### src/rtl/pcu_pkg.sv
package pcu_pkg;

  localparam int unsigned DATA_W = 64;
  localparam int unsigned NUM_CNT = 3;

  // Register addresses
  localparam logic [2:0] ADR_STOP = 3'd0;
  localparam logic [2:0] ADR_GO   = 3'd1;
  localparam logic [2:0] ADR_SEL  = 3'd2;
  localparam logic [2:0] ADR_MASK = 3'd3;
  localparam logic [2:0] ADR_PER  = 3'd4;
  localparam logic [2:0] ADR_CNT  = 3'd5;
  localparam logic [2:0] ADR_PEND = 3'd6;

  // Field positions software relies on
  localparam int unsigned SEL0_BIT   = 31;
  localparam int unsigned SEL1_LSB   = 4;
  localparam int unsigned SEL2_LSB   = 0;
  localparam int unsigned MASK_U_BIT = 30;
  localparam int unsigned MASK_K_BIT = 8;
  localparam int unsigned MASK_F_BIT = 9;
  localparam int unsigned PER0_LSB   = 8;
  localparam int unsigned PER1_LSB   = 6;
  localparam int unsigned PER2_LSB   = 4;
  localparam int unsigned CNT0_LSB   = 48;
  localparam int unsigned CNT1_LSB   = 32;
  localparam int unsigned CNT2_LSB   = 16;

  // Period codes
  localparam logic [1:0] PER_FULL  = 2'd2;
  localparam logic [1:0] PER_SHORT = 2'd3;

  // Strobes from control to datapath
  typedef struct packed {
    logic cntLoad;
    logic pendClr;
  } pcuStrobes_t;

  // Flat count layout: counter 2 lowest, then counter 1, then counter 0
  function automatic int cntWid(input int idx, input int w01, input int w2);
    return (idx == 2) ? w2 : w01;
  endfunction

  function automatic int cntOff(input int idx, input int w01, input int w2);
    return (idx == 2) ? 0 : (idx == 1) ? w2 : (w2 + w01);
  endfunction

endpackage

### src/rtl/pcu_counter.sv
module pcu_counter
  import pcu_pkg::*;
#(
  parameter int unsigned W     = 16,
  parameter int unsigned PRE_W = 8
) (
  input  logic         clk,
  input  logic         rstN,
  input  logic         inc,
  input  logic         load,
  input  logic [W-1:0] loadVal,
  input  logic [1:0]   perCode,
  output logic [W-1:0] cnt,
  output logic         ovf
);

  logic preWrap;
  logic fullWrap;

  assign preWrap  = &cnt[PRE_W-1:0];
  assign fullWrap = &cnt;

  always_comb begin
    ovf = 1'b0;
    if (inc && !load) begin
      if (perCode == PER_SHORT) ovf = preWrap;
      else if (perCode == PER_FULL) ovf = fullWrap;
    end
  end

  always_ff @(posedge clk) begin
    if (!rstN) cnt <= '0;
    else if (load) cnt <= loadVal;
    else if (inc) cnt <= cnt + 1'b1;
  end


  hold_chk: assert property (@(posedge clk) disable iff (!rstN)
    (!inc && !load) |=> $stable(cnt));


  step_chk: assert property (@(posedge clk) disable iff (!rstN)
    (inc && !load) |=> (cnt == $past(cnt) + 1'b1));


  load_chk: assert property (@(posedge clk) disable iff (!rstN)
    load |=> (cnt == $past(loadVal)));

endmodule

### src/rtl/pcu_ctrl.sv
module pcu_ctrl
  import pcu_pkg::*;
#(
  parameter int unsigned W01 = 16,
  parameter int unsigned W2  = 14,
  localparam int unsigned TOT = 2 * W01 + W2
) (
  input  logic              clk,
  input  logic              rstN,
  input  logic              regWe,
  input  logic [2:0]        regAddr,
  input  logic [DATA_W-1:0] regWdata,
  input  logic [1:0]        curMode,
  input  logic [TOT-1:0]    cntFlat,
  input  logic [2:0]        pend,
  output pcuStrobes_t       strb,
  output logic              countOk,
  output logic [TOT-1:0]    loadFlat,
  output logic [2:0]        clrBits,
  output logic              sel0,
  output logic [3:0]        sel1,
  output logic [3:0]        sel2,
  output logic [2:0][1:0]   perCode,
  output logic [DATA_W-1:0] regRdata
);

  logic runEn;
  logic maskU, maskK, maskF;
  logic suppressed;
  logic stopCmd, goCmd, selWr, maskWr, perWr;
  logic unusedWdata;

  assign unusedWdata = ^regWdata[15:10];

  always_comb begin
    strb    = '0;
    stopCmd = 1'b0;
    goCmd   = 1'b0;
    selWr   = 1'b0;
    maskWr  = 1'b0;
    perWr   = 1'b0;
    if (regWe) begin
      case (regAddr)
        ADR_STOP: stopCmd      = 1'b1;
        ADR_GO:   goCmd        = 1'b1;
        ADR_SEL:  selWr        = 1'b1;
        ADR_MASK: maskWr       = 1'b1;
        ADR_PER:  perWr        = 1'b1;
        ADR_CNT:  strb.cntLoad = 1'b1;
        ADR_PEND: strb.pendClr = 1'b1;
        default:  ;
      endcase
    end
  end

  always_ff @(posedge clk) begin
    if (!rstN) begin
      runEn   <= 1'b0;
      sel0    <= 1'b0;
      sel1    <= '0;
      sel2    <= '0;
      maskU   <= 1'b0;
      maskK   <= 1'b0;
      maskF   <= 1'b0;
      perCode <= '0;
    end else begin
      if (stopCmd) runEn <= 1'b0;
      if (goCmd)   runEn <= 1'b1;
      if (selWr) begin
        sel0 <= regWdata[SEL0_BIT];
        sel1 <= regWdata[SEL1_LSB +: 4];
        sel2 <= regWdata[SEL2_LSB +: 4];
      end
      if (maskWr) begin
        maskU <= regWdata[MASK_U_BIT];
        maskK <= regWdata[MASK_K_BIT];
        maskF <= regWdata[MASK_F_BIT];
      end
      if (perWr) begin
        perCode[0] <= regWdata[PER0_LSB +: 2];
        perCode[1] <= regWdata[PER1_LSB +: 2];
        perCode[2] <= regWdata[PER2_LSB +: 2];
      end
    end
  end

  always_comb begin
    case (curMode)
      2'b00:   suppressed = maskU;
      2'b01:   suppressed = maskK;
      default: suppressed = maskF;
    endcase
  end

  assign countOk = runEn & ~suppressed;

  assign loadFlat = {regWdata[CNT0_LSB +: W01],
                     regWdata[CNT1_LSB +: W01],
                     regWdata[CNT2_LSB +: W2]};
  assign clrBits  = regWdata[2:0];

  always_comb begin
    regRdata = '0;
    case (regAddr)
      ADR_SEL: begin
        regRdata[SEL0_BIT]        = sel0;
        regRdata[SEL1_LSB +: 4]   = sel1;
        regRdata[SEL2_LSB +: 4]   = sel2;
      end
      ADR_MASK: begin
        regRdata[MASK_U_BIT] = maskU;
        regRdata[MASK_K_BIT] = maskK;
        regRdata[MASK_F_BIT] = maskF;
      end
      ADR_PER: begin
        regRdata[PER0_LSB +: 2] = perCode[0];
        regRdata[PER1_LSB +: 2] = perCode[1];
        regRdata[PER2_LSB +: 2] = perCode[2];
      end
      ADR_CNT: begin
        regRdata[CNT0_LSB +: W01] = cntFlat[W2 + W01 +: W01];
        regRdata[CNT1_LSB +: W01] = cntFlat[W2 +: W01];
        regRdata[CNT2_LSB +: W2]  = cntFlat[0 +: W2];
      end
      ADR_PEND: regRdata[2:0] = pend;
      default: ;
    endcase
  end


  stop_chk: assert property (@(posedge clk) disable iff (!rstN)
    (regWe && regAddr == ADR_STOP) |=> !countOk);

endmodule

### src/rtl/pcu_datapath.sv
module pcu_datapath
  import pcu_pkg::*;
#(
  parameter int unsigned W01   = 16,
  parameter int unsigned W2    = 14,
  parameter int unsigned PRE_W = 8,
  localparam int unsigned TOT  = 2 * W01 + W2
) (
  input  logic            clk,
  input  logic            rstN,
  input  pcuStrobes_t     strb,
  input  logic            countOk,
  input  logic [TOT-1:0]  loadFlat,
  input  logic [2:0]      clrBits,
  input  logic            sel0,
  input  logic [3:0]      sel1,
  input  logic [3:0]      sel2,
  input  logic [2:0][1:0] perCode,
  input  logic [1:0]      evt0,
  input  logic [15:0]     evt1,
  input  logic [15:0]     evt2,
  output logic [TOT-1:0]  cntFlat,
  output logic [2:0]      pend
);

  logic [2:0] hit;
  logic [2:0] ovf;
  logic [2:0] clrMask;

  always_comb begin
    hit[0] = evt0[sel0];
    hit[1] = evt1[sel1];
    hit[2] = evt2[sel2];
  end

  for (genvar gi = 0; gi < NUM_CNT; gi++) begin : g_cnt
    localparam int CW  = cntWid(gi, W01, W2);
    localparam int OFF = cntOff(gi, W01, W2);

    pcu_counter #(.W(CW), .PRE_W(PRE_W)) u_cnt (
      .clk     (clk),
      .rstN    (rstN),
      .inc     (countOk & hit[gi]),
      .load    (strb.cntLoad),
      .loadVal (loadFlat[OFF +: CW]),
      .perCode (perCode[gi]),
      .cnt     (cntFlat[OFF +: CW]),
      .ovf     (ovf[gi])
    );
  end

  assign clrMask = strb.pendClr ? clrBits : 3'b000;

  always_ff @(posedge clk) begin
    if (!rstN) pend <= '0;
    else pend <= (pend & ~clrMask) | ovf;
  end


  gate_chk: assert property (@(posedge clk) disable iff (!rstN)
    (!countOk && !strb.cntLoad) |=> $stable(cntFlat));


  sticky_chk: assert property (@(posedge clk) disable iff (!rstN)
    1'b1 |=> ((pend & $past(pend & ~clrMask)) == $past(pend & ~clrMask)));

endmodule

### src/rtl/perf_count_unit.sv
module perf_count_unit
  import pcu_pkg::*;
#(
  parameter int unsigned W01   = 16,
  parameter int unsigned W2    = 14,
  parameter int unsigned PRE_W = 8
) (
  input  logic        clk,
  input  logic        rstN,
  input  logic        regWe,
  input  logic [2:0]  regAddr,
  input  logic [63:0] regWdata,
  output logic [63:0] regRdata,
  input  logic [1:0]  curMode,
  input  logic [1:0]  evt0,
  input  logic [15:0] evt1,
  input  logic [15:0] evt2,
  output logic [2:0]  irq,
  output logic        irqAny
);

  localparam int unsigned TOT = 2 * W01 + W2;

  pcuStrobes_t     strb;
  logic            countOk;
  logic [TOT-1:0]  loadFlat;
  logic [TOT-1:0]  cntFlat;
  logic [2:0]      clrBits;
  logic [2:0]      pend;
  logic            sel0;
  logic [3:0]      sel1;
  logic [3:0]      sel2;
  logic [2:0][1:0] perCode;

  pcu_ctrl #(.W01(W01), .W2(W2)) u_ctrl (
    .clk      (clk),
    .rstN     (rstN),
    .regWe    (regWe),
    .regAddr  (regAddr),
    .regWdata (regWdata),
    .curMode  (curMode),
    .cntFlat  (cntFlat),
    .pend     (pend),
    .strb     (strb),
    .countOk  (countOk),
    .loadFlat (loadFlat),
    .clrBits  (clrBits),
    .sel0     (sel0),
    .sel1     (sel1),
    .sel2     (sel2),
    .perCode  (perCode),
    .regRdata (regRdata)
  );

  pcu_datapath #(.W01(W01), .W2(W2), .PRE_W(PRE_W)) u_dp (
    .clk      (clk),
    .rstN     (rstN),
    .strb     (strb),
    .countOk  (countOk),
    .loadFlat (loadFlat),
    .clrBits  (clrBits),
    .sel0     (sel0),
    .sel1     (sel1),
    .sel2     (sel2),
    .perCode  (perCode),
    .evt0     (evt0),
    .evt1     (evt1),
    .evt2     (evt2),
    .cntFlat  (cntFlat),
    .pend     (pend)
  );

  assign irq    = pend;
  assign irqAny = |pend;

endmodule

### config.mk
export PLATFORM = sky130hd
export DESIGN_NAME = perf_count_unit
export DESIGN_NICKNAME = d
export VERILOG_FILES = /design/src/rtl/pcu_pkg.sv /design/src/rtl/pcu_counter.sv /design/src/rtl/pcu_ctrl.sv /design/src/rtl/pcu_datapath.sv /design/src/rtl/perf_count_unit.sv
export SDC_FILE = /design/constraint.sdc
export NUM_CORES = 1
export LEC_CHECK = 0
export BUFFER_PORTS_ARGS = -buffer_cell sky130_fd_sc_hd__buf_2
export CORE_UTILIZATION = 45
export DETAILED_ROUTE_END_ITERATION = 10
export HOLD_SLACK_MARGIN = 0.06
export PLACE_DENSITY = 0.78
export SYNTH_ARGS = -nofsm -noshare
export SYNTH_HDL_FRONTEND = slang
export SYNTH_SLANG_ARGS = --single-unit
### constraint.sdc
create_clock -name clk -period 1.85 [get_ports clk]
set_input_delay 0.0925 -clock clk [delete_from_list [all_inputs] [get_ports clk]]
set_output_delay 0.0925 -clock clk [all_outputs]
set_load 0.02 [all_outputs]
After elaboration in Yosys (flattened, before gate mapping)
Cells that the tools add are included.
{"block": "word_totals", "ff_bits": 68, "in_bits": 106, "out_inout_bits": 68, "word_cells": 104}
{"block": "op_classes", "addsub": 3, "n_reduce_logical": 17, "n_mux": 46, "n_eq_ne": 13, "magnitude_cmp": 3, "bitwise": 8}
{"op": "$mux W16", "n": 4}
{"op": "$mux W14", "n": 3}
{"op": "$add A16 B1 Y16 const B", "n": 2}
{"op": "$mux W32", "n": 1}
{"op": "$reduce_and A16 Y1", "n": 2}
{"op": "$mux W1", "n": 30}
{"op": "$reduce_and A8 Y1", "n": 3}
{"op": "$add A14 B1 Y14 const B", "n": 1}
{"op": "$reduce_and A14 Y1", "n": 1}
{"op": "$eq A2 B2 Y1 const B", "n": 6}
{"op": "$lt A4 B5 Y1 const B", "n": 2}
{"op": "$eq A3 B3 Y1 const B", "n": 3}
{"op": "$bmux W1 S4", "n": 2}
{"op": "$pmux W4 S2", "n": 1}
{"op": "$reduce_bool A2 Y1", "n": 4}
{"op": "$eq A3 B2 Y1 const B", "n": 2}
{"op": "$pmux W3 S2", "n": 1}
{"op": "$and A1 B1 Y1", "n": 4}
{"op": "$pmux W2 S2", "n": 1}
{"op": "$and A3 B3 Y3", "n": 1}
{"op": "$eq A3 B1 Y1 const B", "n": 1}
{"op": "$logic_and A1 B1 Y1", "n": 3}
{"op": "$logic_not A3 Y1", "n": 1}
{"op": "$mux W3", "n": 1}
{"op": "10 further kinds", "n": 10}

Logic depth before layout (Yosys ltp)
{"block": "logic_depth", "word_depth": 8, "depth_mapped": 9, "mapped_depth_nobuf": 7}

Hierarchy
A second synthesis with hierarchy kept.
{"block": "hier_totals", "hier_cells": 584, "hier_area_um2": 4875.9}
{"mod": "pcu_counter at u_dp.g_cnt[0].u_cnt ...", "area_per_inst_um2": 934.6, "cells_each": 108, "instances": 2}
{"mod": "pcu_ctrl", "area_per_inst_um2": 1788.0, "cells_each": 223, "instances": 1}
{"mod": "pcu_counter at u_dp.g_cnt[2].u_cnt", "area_per_inst_um2": 789.5, "cells_each": 97, "instances": 1}
{"mod": "pcu_datapath", "area_per_inst_um2": 422.9, "cells_each": 47, "instances": 1}
{"mod": "perf_count_unit", "area_per_inst_um2": 6.3, "cells_each": 1, "instances": 1}

Worst setup path before layout
Ideal clock, no wire load.
{"block": "synth_path", "path_type": "register to register", "startpoint": "register u_ctrl.sel1[2]", "endpoint": "register u_dp.g_cnt[1].u_cnt.cnt[9]", "synth_period_minus_slack_ps": 2028, "n_path_buf": 2, "required_time_ps": 1717, "stages_incl_launch_ff": 9, "path_slack_ps": -178, "arrival_ps": 1896, "cell_sequence": "dfxtp_1 buf_6 mux2_1 mux4_2 o211ai_4 buf_12 nor3_2 xnor2_1 a21oi_1"}
{"block": "synth_between", "elab_chain_len": 4}
{"element": "start: declaration", "line_no": "pcu_ctrl.sv:21", "rtl": "output logic [3:0] sel1,"}
{"element": "start signal: assignment", "line_no": "pcu_ctrl.sv:71", "rtl": "sel1 <= regWdata[SEL1_LSB +: 4];"}
{"element": "$bmux W1 S4", "line_no": "pcu_datapath.sv:32", "rtl": "hit[1] = evt1[sel1];"}
{"element": "$mux W1 (implied by the code)", "line_no": "pcu_datapath.sv:32"}
{"element": "$and A1 B1 Y1", "line_no": "pcu_datapath.sv:43", "rtl": ".inc (countOk & hit[gi]),"}
{"element": "$reduce_bool A2 Y1 (no source line)"}
{"element": "end signal: assignment", "line_no": "pcu_counter.sv:33", "rtl": "else if (load) cnt <= loadVal;"}
{"element": "end signal: assignment", "line_no": "pcu_counter.sv:34", "rtl": "else if (inc) cnt <= cnt + 1'b1;"}
{"element": "end: declaration", "line_no": "pcu_counter.sv:13", "rtl": "output logic [W-1:0] cnt,"}
Every way passes these cells. The select of a mux whose other input is x is not followed.
A chain may end at the register's enable or synchronous reset.

Worst setup path after layout
{"block": "layout_path", "startpoint": "register u_ctrl.sel1[2]", "endpoint": "register u_dp.g_cnt[1].u_cnt.cnt[4]"}
The elaborated chain is that of the path after synthesis.

==> impl_metrics.json <==
{
  "status": "finished with violations",
  "violations": "setup timing",
  "async_flop_share_pct": 0,
  "area_delta_synth_final_pct": 45.4,
  "hp-start": "regWdata[24]",
  "synth_cell_type_count": 55,
  "io_pins": 174,
  "synthTopCellsByArea": "dfxtp_1 (31%), and2_1 (7.2%), xnor2_1 (7.1%)",
  "cts_max_path_buffers": 2,
  "cp-start-kind": "flop",
  "clock_skew_ns": 0.0122,
  "peakVddDrop_v": 0.000333,
  "clock.fmax_mhz": 491,
  "cts_tree": "built",
  "reg2reg_depth": 7,
  "ff2ff_setup_slack_ns": -0.19,
  "worstMarginPinSlew_ns": 0.606,
  "r2r-start": "u_ctrl.sel1[2]",
  "ant_nets": 0,
  "synth_fa_ha_area_share_pct": 0.846,
  "placedCellCount": 802,
  "hold_viol_final": 0,
  "final.setup.worst_slack_ns": -0.188,
  "wl_mm": 13.3,
  "numPortBuffers": 161,
  "drv_cap": 0,
  "viasPerCell": 5.42,
  "syn_avg_cell_area_um2": 8.45,
  "synth_top_area_cell": "dfxtp_1",
  "drtIter0Drc": 182,
  "coreArea_mm2": 0.00942,
  "yosysWarningCount": 0,
  "finalCritPeriodShare_pct": 110,
  "synth-xor-area-share_pct": 7.90,
  "slowest_stage": "mux4_2",
  "diodes": 0,
  "r2r_end": "u_dp.g_cnt[1].u_cnt.cnt[4]",
  "syn-instance-count": 525,
  "nets": 854,
  "synth_compound_area_share_pct": 16.3,
  "dr.pass1.iters": 5,
  "first_global_vias": 4643,
  "drive_above_1_share_pct": 35.9,
  "wl_per_cell_um": 15.2,
  "grt_overflow": 0,
  "cts-htree-levels": 3,
  "clk_pin_slew_worst_paths_ns": 0.07,
  "drc": 0,
  "synth_top_family_by_area": "simple AND/OR/NAND/NOR gates",
  "dieArea_mm2": 0.0103,
  "utilization_pct": 68.5,
  "setup-violations-final": 32,
  "synth_edf_count": 0,
  "seqCellArea_mm2": 0.00137,
  "powerDensity_mw_per_mm2": 516,
  "chipWidth_um": 101,
  "antenna_found_initial": 0,
  "holdPathStages": 3,
  "numCtsBuffers": 9,
  "grt_max_degree": 63,
  "rsz0062_at_grt": "true",
  "path_max_fanout": 16,
  "ys.flop_type": "dfxtp_1",
  "finalCriticalPeriod_ns": 2.04,
  "p_leak_uw": 0.00263,
  "relSlewSlack_pct": 59.4,
  "std_cell_rows": 35,
  "cp.required_ns": 2.07,
  "fillers": 708,
  "fin_cells": 879,
  "synth_top_area_share_pct": 30.7,
  "track_usage_pct": 26.2,
  "critPathMaxStageDelay_ns": 0.50,
  "dieHeight_um": 101,
  "clock_latency_ns": 0.34,
  "start_util_pct": 47.1,
  "clock_sinks": 68,
  "vias": 4760,
  "drv_slew": 0,
  "path_class": "flop to flop",
  "routabilityCongestion": 0.870,
  "syn_area_mm2": 0.00444,
  "ys_seq_area_share_pct": 30.7,
  "ys_ff_latch": 68,
  "end_kind": "flop",
  "yosys.area_share.simple_pct": 28.9,
  "worstHoldPathType": "primary input to flop",
  "muxShareOfSynthArea_pct": 9.48,
  "root_buffer": "clkbuf_8",
  "crit_chain": "mux2_4, mux4_2, o211ai_4, buf_12, nor4b_1, xnor2_1, a21oi_1",
  "hold_path_end": "u_dp.g_cnt[2].u_cnt.cnt[8]",
  "detailed_place_hpwl_mm": 9.07,
  "arrival_ns": 2.26,
  "multi_input_area_mm2": 0.00305,
  "grt_first_pass_wirelength_mm": 21.3
}
==> final cells by class <==
type / instances / share of cell area (%)
clock inverters: 4 / 0.756
multi-input cells: 418 / 47.2
inverters: 2 / 0.116
clock buffers: 12 / 2.25
repair buffers: 246 / 25.9
well taps: 129 / 2.50
flip-flops and latches: 68 / 21.3
==> stage by stage <==
stage	total power (uW)	instance area [um2]	worst slack, ns	hold slack, ns	TNS, ns
6_report	3330	6450	-0.188	0.0746	-4.24
3_3_place_gp	2010	5490	-0.154	0.337	-2.32
3_5_place_dp	2020	5490	-0.217	0.339	-3.66
5_1_grt	3470	6450	-0.262	0.0776	-6.87
4_1_cts	3340	6380	-0.200	0.0627	-3.25
2_1_floorplan	1840	4530	-0.172	0.230	-2.82
==> cells in the mapped netlist (4+ instances only) <==
master	n
nor2_1	21
nand2_1	47
xor2_1	4
mux2_2	4
dfxtp_1	68
a22oi_1	5
nand3_1	16
nor3_2	5
o21ai_0	46
nor3b_1	4
buf_4	8
a21boi_0	11
nor4_4	4
xnor2_1	36
and2_1	51
mux2i_1	21
a21oi_1	44
nor4_1	5
nor3_1	10
and3_1	10
nand4_1	11
nor2b_1	13
clkbuf_1	26
buf_6	4
==> layer usage <==
layer | vias to the layer above | share of wire, % | global-route usage, %
met2 | 224 | 49 | 45.8
met1 | 2227 | 43 | 32.2
met3 | 27 | 5.8 | 4.49
li1 | 2282 | - | -
met4 | 0 | 2.0 | 9.92
met5 | - | 0 | 0
==> repair_timing <==
action	4_1_cts	5_1_grt
pin swaps	14	19
endpoints found under the setup margin	40	48
buffers inserted	12	4
cloned	1	0
resized for setup	21	25
hold buffers	48	0
hold endpoints to repair	56	0
==> worst max-delay path by stage <==
| stage | to | startpoint | slack [ns] | depth (start not counted) |
|---|---|---|---|---|
| floorplan | u_dp.g_cnt[1].u_cnt.cnt[13] | u_ctrl.sel1[2] | -0.17 | 8 |
| global placement | u_dp.g_cnt[1].u_cnt.cnt[11] | u_ctrl.sel1[2] | -0.15 | 7 |
| detailed placement | u_dp.g_cnt[1].u_cnt.cnt[4] | u_ctrl.sel1[2] | -0.22 | 7 |
| CTS | u_dp.g_cnt[1].u_cnt.cnt[4] | u_ctrl.sel1[2] | -0.20 | 7 |
| global route | u_dp.g_cnt[1].u_cnt.cnt[4] | u_ctrl.sel1[2] | -0.26 | 7 |
| finish | u_dp.g_cnt[1].u_cnt.cnt[4] | u_ctrl.sel1[2] | -0.19 | 7 |
==> registers in the layout, indices dropped and copies added (netlist names), 3 cells and up <==
register / flops
u_ctrl.perCode: 6
u_ctrl.sel1: 4
u_ctrl.sel2: 4
u_dp.g_cnt.u_cnt.cnt: 46
u_dp.pend: 3
==> power breakdown <==
| group | leakage [uW] | switching [uW] | total, uW | internal (uW) |
|---|---|---|---|---|
| Sequential | 0.000554 | 59.6 | 1570 | 1510 |
| Clock | 0.000100 | 572 | 1230 | 659 |
| Combinational | 0.00197 | 239 | 528 | 289 |
| Total | 0.00263 | 870 | 3330 | 2460 |
==> layout by cell type (no fill, tap or decap), types with 10 or more instances in the layout <==
master,netlist,routed
nor2b_1,13,13
mux2i_1,21,21
dlygate4sd3_1,0,48
xnor2_1,36,34
nand3_1,16,15
a21oi_1,44,43
o21ai_0,46,44
dfxtp_1,68,64
and2_1,51,51
a21boi_0,11,10
nand4_1,11,11
nand2_1,47,45
buf_2,0,161
clkbuf_8,0,10
buf_4,8,23
nor2_1,21,16
==> worst max-delay path, delay by kind of cell (launching register included) <==
kind	cells	cell delay, ns
and+or+nand+nor	1	0.08
muxes	2	0.80
buffers and inverters	1	0.19
xor gates and xnor gates	1	0.15
DFF	1	0.40
AOI/OAI and AO/OA	2	0.29
==> logic make-up after synthesis <==
logic type                 count (synthesis)
buffers and inverters                     44
xor gates and xnor gates                  40
muxes                                     33
DFF                                       68
AOI/OAI and AO/OA                        120
and+or+nand+nor                          216
adders and majority gates                  3
other                                      1
(Power assumes the default switching activity.)
